--- src/rtl/itmr_pkg.sv ---
package itmr_pkg;

  localparam int FLAG_POS = 7;
  localparam int EN_POS   = 6;
  localparam int SEL_LSB  = 3;

  typedef struct packed {
    logic       flag;
    logic       en;
    logic [2:0] sel;
    logic [1:0] spare;
  } ctl_t;

  // exponent of the period picked by a select code
  function automatic int tap_exp(input int code, input int lo, input int hi);
    return (code < 3) ? (lo + code) : (hi + code - 3);
  endfunction

endpackage

--- src/rtl/itmr_counter.sv ---
module itmr_counter #(
  parameter int CNT_W = 26
) (
  input  logic             clk,
  input  logic             rst,
  output logic [CNT_W-1:0] cnt
);

  always_ff @(posedge clk) begin
    if (rst) cnt <= '0;
    else     cnt <= cnt + 1'b1;
  end

endmodule

--- src/rtl/itmr_tap.sv ---
module itmr_tap
  import itmr_pkg::*;
#(
  parameter int LO_EXP = 11,
  parameter int HI_EXP = 22,
  parameter int CNT_W  = HI_EXP + 4
) (
  input  logic [CNT_W-1:0] cnt,
  input  logic [2:0]       sel,
  output logic             evt
);

  localparam int NCODE = 8;

  logic [NCODE-1:0] wrap;

  // tap wraps on the next edge when all bits below and at it are ones
  for (genvar c = 0; c < NCODE; c++) begin : g_tap
    localparam int E = tap_exp(c, LO_EXP, HI_EXP);
    assign wrap[c] = &cnt[E-1:0];
  end

  assign evt = wrap[sel];

endmodule

--- src/rtl/itmr_regs.sv ---
module itmr_regs
  import itmr_pkg::*;
#(
  parameter int              ADDR_W   = 16,
  parameter logic [ADDR_W-1:0] REG_ADDR = 16'h0482
) (
  input  logic              clk,
  input  logic              rst,
  input  logic              srst,
  input  logic              we,
  input  logic [ADDR_W-1:0] addr,
  input  logic [7:0]        wdata,
  input  logic              evt,
  output ctl_t              ctl,
  output logic              irq,
  output logic [7:0]        rdata
);

  logic sel_hit;
  logic wr_hit;
  ctl_t nxt;

  assign sel_hit = (addr == REG_ADDR);
  assign wr_hit  = we && sel_hit && !srst;

  always_comb begin
    nxt = ctl;
    if (srst) begin
      nxt.flag = 1'b0;
      nxt.en   = 1'b0;
    end else begin
      if (evt)                             nxt.flag = 1'b1;
      else if (wr_hit && !wdata[FLAG_POS]) nxt.flag = 1'b0;
      if (wr_hit) begin
        nxt.en    = wdata[EN_POS];
        nxt.sel   = wdata[SEL_LSB+2:SEL_LSB];
        nxt.spare = wdata[1:0];
      end
    end
  end

  always_ff @(posedge clk) begin
    if (rst) begin
      ctl   <= '0;
      irq   <= 1'b0;
      rdata <= '0;
    end else begin
      ctl   <= nxt;
      irq   <= nxt.flag & nxt.en;
      rdata <= sel_hit ? {ctl.flag, ctl.en, ctl.sel, 1'b0, ctl.spare} : 8'h00;
    end
  end

endmodule

--- src/rtl/interval_timer.sv ---
module interval_timer
  import itmr_pkg::*;
#(
  parameter int                ADDR_W   = 16,
  parameter logic [ADDR_W-1:0] REG_ADDR = 16'h0482,
  parameter int                LO_EXP   = 11,
  parameter int                HI_EXP   = 22
) (
  input  logic              clk,
  input  logic              rst,
  input  logic              srst,
  input  logic              we,
  input  logic [ADDR_W-1:0] addr,
  input  logic [7:0]        wdata,
  output logic [7:0]        rdata,
  output logic              irq
);

  localparam int CNT_W = HI_EXP + 4;

  logic [CNT_W-1:0] cnt_q;
  logic             evt;
  ctl_t             ctl_q;

  itmr_counter #(.CNT_W(CNT_W)) u_cnt (
    .clk (clk),
    .rst (rst),
    .cnt (cnt_q)
  );

  itmr_tap #(.LO_EXP(LO_EXP), .HI_EXP(HI_EXP), .CNT_W(CNT_W)) u_tap (
    .cnt (cnt_q),
    .sel (ctl_q.sel),
    .evt (evt)
  );

  itmr_regs #(.ADDR_W(ADDR_W), .REG_ADDR(REG_ADDR)) u_regs (
    .clk   (clk),
    .rst   (rst),
    .srst  (srst),
    .we    (we),
    .addr  (addr),
    .wdata (wdata),
    .evt   (evt),
    .ctl   (ctl_q),
    .irq   (irq),
    .rdata (rdata)
  );

endmodule

--- config.mk ---
export PLATFORM = sky130hd
export DESIGN_NAME = interval_timer
export DESIGN_NICKNAME = d
export VERILOG_FILES = /design/src/rtl/itmr_pkg.sv /design/src/rtl/itmr_counter.sv /design/src/rtl/itmr_tap.sv /design/src/rtl/itmr_regs.sv /design/src/rtl/interval_timer.sv
export SDC_FILE = /design/constraint.sdc
export NUM_CORES = 1
export LEC_CHECK = 0
export BUFFER_PORTS_ARGS = -buffer_cell sky130_fd_sc_hd__buf_2
export CAP_MARGIN = 30
export CORE_MARGIN = 2
export CORE_UTILIZATION = 48
export DETAILED_ROUTE_END_ITERATION = 7
export PLACE_DENSITY_LB_ADDON = 0.12
export REMOVE_ABC_BUFFERS = 1
export SYNTH_ARGS = -nofsm -noshare
export SYNTH_HDL_FRONTEND = slang
export SYNTH_SLANG_ARGS = --single-unit
--- constraint.sdc ---
create_clock -name clk -period 2.1 [get_ports clk]
set_clock_uncertainty 0.1 [all_clocks]
set_input_delay 0.42 -clock clk [delete_from_list [all_inputs] [get_ports clk]]
set_output_delay 0.42 -clock clk [all_outputs]
set_load 0.005 [all_outputs]
==> impl_metrics.env <==
export IMPL_yosysSeqAreaShare_pct=46.72
export IMPL_clkTransAtPathRegs_ns=0.11
export IMPL_ant_nets=0
export IMPL_hold_viol=0
export IMPL_yosysTopAreaCell="dfxtp_1"
export IMPL_nets=260
export IMPL_multi_input_comb_area_um2=900.9
export IMPL_use_met2_pct=32.94
export IMPL_status="completed"
export IMPL_layout_area_seq_um2=820.8
export IMPL_min_path_type="primary input to flop"
export IMPL_grt_antenna_before_repair=0
export IMPL_synth_seq_cells=41
export IMPL_gr_usage_met3_pct=5.035
export IMPL_holdBufCountCts=0
export IMPL_cts_root_buf="clkbuf_4"
export IMPL_io_buffers=34
export IMPL_ctsResizeCount=0
export IMPL_synth_area_top_cells="dfxtp_1 (47%), xor2_1 (8.0%), nor2_1 (7.7%), xnor2_1 (4.0%), and2_1 (3.9%)"
export IMPL_stdcell_area_um2=2076
export IMPL_htree_levels=2
export IMPL_grt_max_degree=23
export IMPL_rsz0062_at_grt="false"
export IMPL_total_power_mw=1.273
export IMPL_cp_end_kind="flop"
export IMPL_setup_viol=0
export IMPL_cap_violations=0
export IMPL_fillers=311
export IMPL_vias=1471
export IMPL_drv_slew=0
export IMPL_synthCells=190
export IMPL_syn_to_final_growth_pct=18.16
export IMPL_grt_pass1_wl_mm=6.003
export IMPL_start_kind="flop"
export IMPL_yosysWarnings=0
export IMPL_ys_types=37
export IMPL_cts_buffers=5
export IMPL_min_period_over_period_pct=91.78
export IMPL_die_h_um=64.50
export IMPL_gp_congestion=0.7534
export IMPL_drt_wl_total_mm=3.432
export IMPL_avgViaCountPerCell=5.291
export IMPL_dpl_worst_slack_ns=-0.05566
export IMPL_rows=21
export IMPL_first_pass_iters=4
export IMPL_cts_setup_buffers=0
export IMPL_clockBufferDepth=2
export IMPL_top_usage_layer="met2"
export IMPL_synth_edff_count=0
export IMPL_clock_sinks=41
export IMPL_hold_ws_ns=0.1856
export IMPL_crit_type="flop to flop"
export IMPL_synthArstFlopShare_pct=0
export IMPL_cp_max_fo=4
export IMPL_core_area_um2=3416
export IMPL_dr_first_iter_drc_count=82
export IMPL_globalRouteTotalUtil_pct=18.49
export IMPL_use_met1_pct=20.29
export IMPL_p_leak_nw=0.8077
export IMPL_cts_tree="yes"
export IMPL_arrival_ns=2.09
export IMPL_die_x_um=64.50
export IMPL_ir_drop_mv=0.4009
export IMPL_syn_area_um2=1757
export IMPL_gr_total_overflow=0
export IMPL_dieArea_um2=4160
export IMPL_antenna_diode_count=0
export IMPL_finalCriticalPeriod_ns=1.927
export IMPL_ff2ff_setup_slack_ns=0.17
export IMPL_grt_pass1_vias=1441
export IMPL_clk_insertion_delay_late_ns=0.34
export IMPL_finalWorstSetupSlack_ns=0.1726
export IMPL_start_util_pct=51.43
export IMPL_powerDensity_nw_per_um2=613.4
export IMPL_drive_gt1_share_pct=24.14
export IMPL_dp_hpwl_mm=2.648
export IMPL_yosysTopAreaCellShare_pct=46.72
export IMPL_boundaryPins=37
export IMPL_placed_area_um2=2003
export IMPL_required_ns=2.26
export IMPL_fin_util_pct=60.77
export IMPL_drc=0
export IMPL_max_freq_ghz=0.5188
export IMPL_avgSynthCellArea_um2=9.246
export IMPL_wire_per_inst_um=12.35
export IMPL_synth_ff_type="dfxtp_1"
## where the power goes
part / internal (mW) / switching [mW] / leakage [nW] / total [mW]
Sequential: 0.782 / 0.00474 / 0.331 / 0.787
Combinational: 0.0274 / 0.0243 / 0.436 / 0.0516
Clock: 0.194 / 0.241 / 0.0413 / 0.435
Total: 1.00 / 0.270 / 0.808 / 1.27
## state kept, by name, summed over array words and instances (netlist names)
name and count:
u_regs.irq 1, u_cnt.cnt 26, u_regs.rdata 7, u_regs.ctl 7
## final cells by class
class | count | area share [%]
Clock inverter | 1 | 0.2411
Multi-Input combinational cell | 140 | 43.40
Clock buffer | 7 | 3.134
Tap cell | 46 | 2.773
Inverter | 3 | 0.5425
Timing Repair Buffer | 40 | 10.37
Sequential cell | 41 | 39.54
## worst max-delay path, cell delays in order (launching register included)
cell,delay [ns]
dfxtp_1,0.39
ha_1,0.22
nand4_1,0.26
nor2_2,0.24
o211ai_1,0.11
o31a_1,0.33
nor4_2,0.20
## per-layer routing
layer / vias to the layer above / routed length (um)
met5: - / 0
met4: 0 / 98
met3: 12 / 190
met2: 45 / 1701
met1: 682 / 1441
li1: 732 / -
## synth_stat cells, drive strengths merged, types with 2 or more instances
library cell,number
and2,11
nand2,8
inv,3
nand4,10
clkbuf,2
nor2,36
dfxtp,41
and3,4
xnor2,8
nor4,5
nand3,12
or4b,2
nor3,5
buf,4
mux2i,6
xor2,16
nor2b,2
## cells in the final DEF (no fill, tap or decap), types with 2 or more instances in the layout
cell,Yosys,layout
dfxtp_1,41,41
nor2_1,36,35
buf_2,0,34
xor2_1,16,16
nand3_1,12,12
and2_1,11,11
nand4_1,10,10
nand2_1,8,8
xnor2_1,8,8
mux2i_1,6,6
buf_4,1,6
clkbuf_4,0,5
and3_1,4,4
inv_1,3,3
nor3_1,3,3
nor4_1,2,2
nor4_2,2,2
nor3_2,2,2
nor2b_1,2,2
clkbuf_8,0,2
## cell families after synthesis
group           after synthesis  share of synthesized area, %
flops                        41                         46.72
other cells                   1                        0.2135
xor+xnor                     24                         11.97
simple gates                 99                         30.98
compound gates                9                         3.847
buf+inv                       9                         2.137
fa+ha+maj                     1                        0.7121
mux                           6                         3.419
## metrics by stage
step / TNS (ns) / instances
after floorplan: 0 / 184
after global placement: -0.03056 / 270
after detailed placement: -0.1234 / 270
after CTS: 0 / 278
after global routing: 0 / 278
final: 0 / 278
## path summary, 6_finish.rpt
path	start	to	cells past startpoint
worst max register to register	u_cnt.cnt[0]	u_regs.irq	6
worst max-delay path	u_cnt.cnt[0]	u_regs.irq	6
worst min register to register	u_regs.ctl[1]	u_regs.rdata[1]	1
worst min-delay path	srst	u_regs.irq	2
Power figures use the tool's default switching activity.
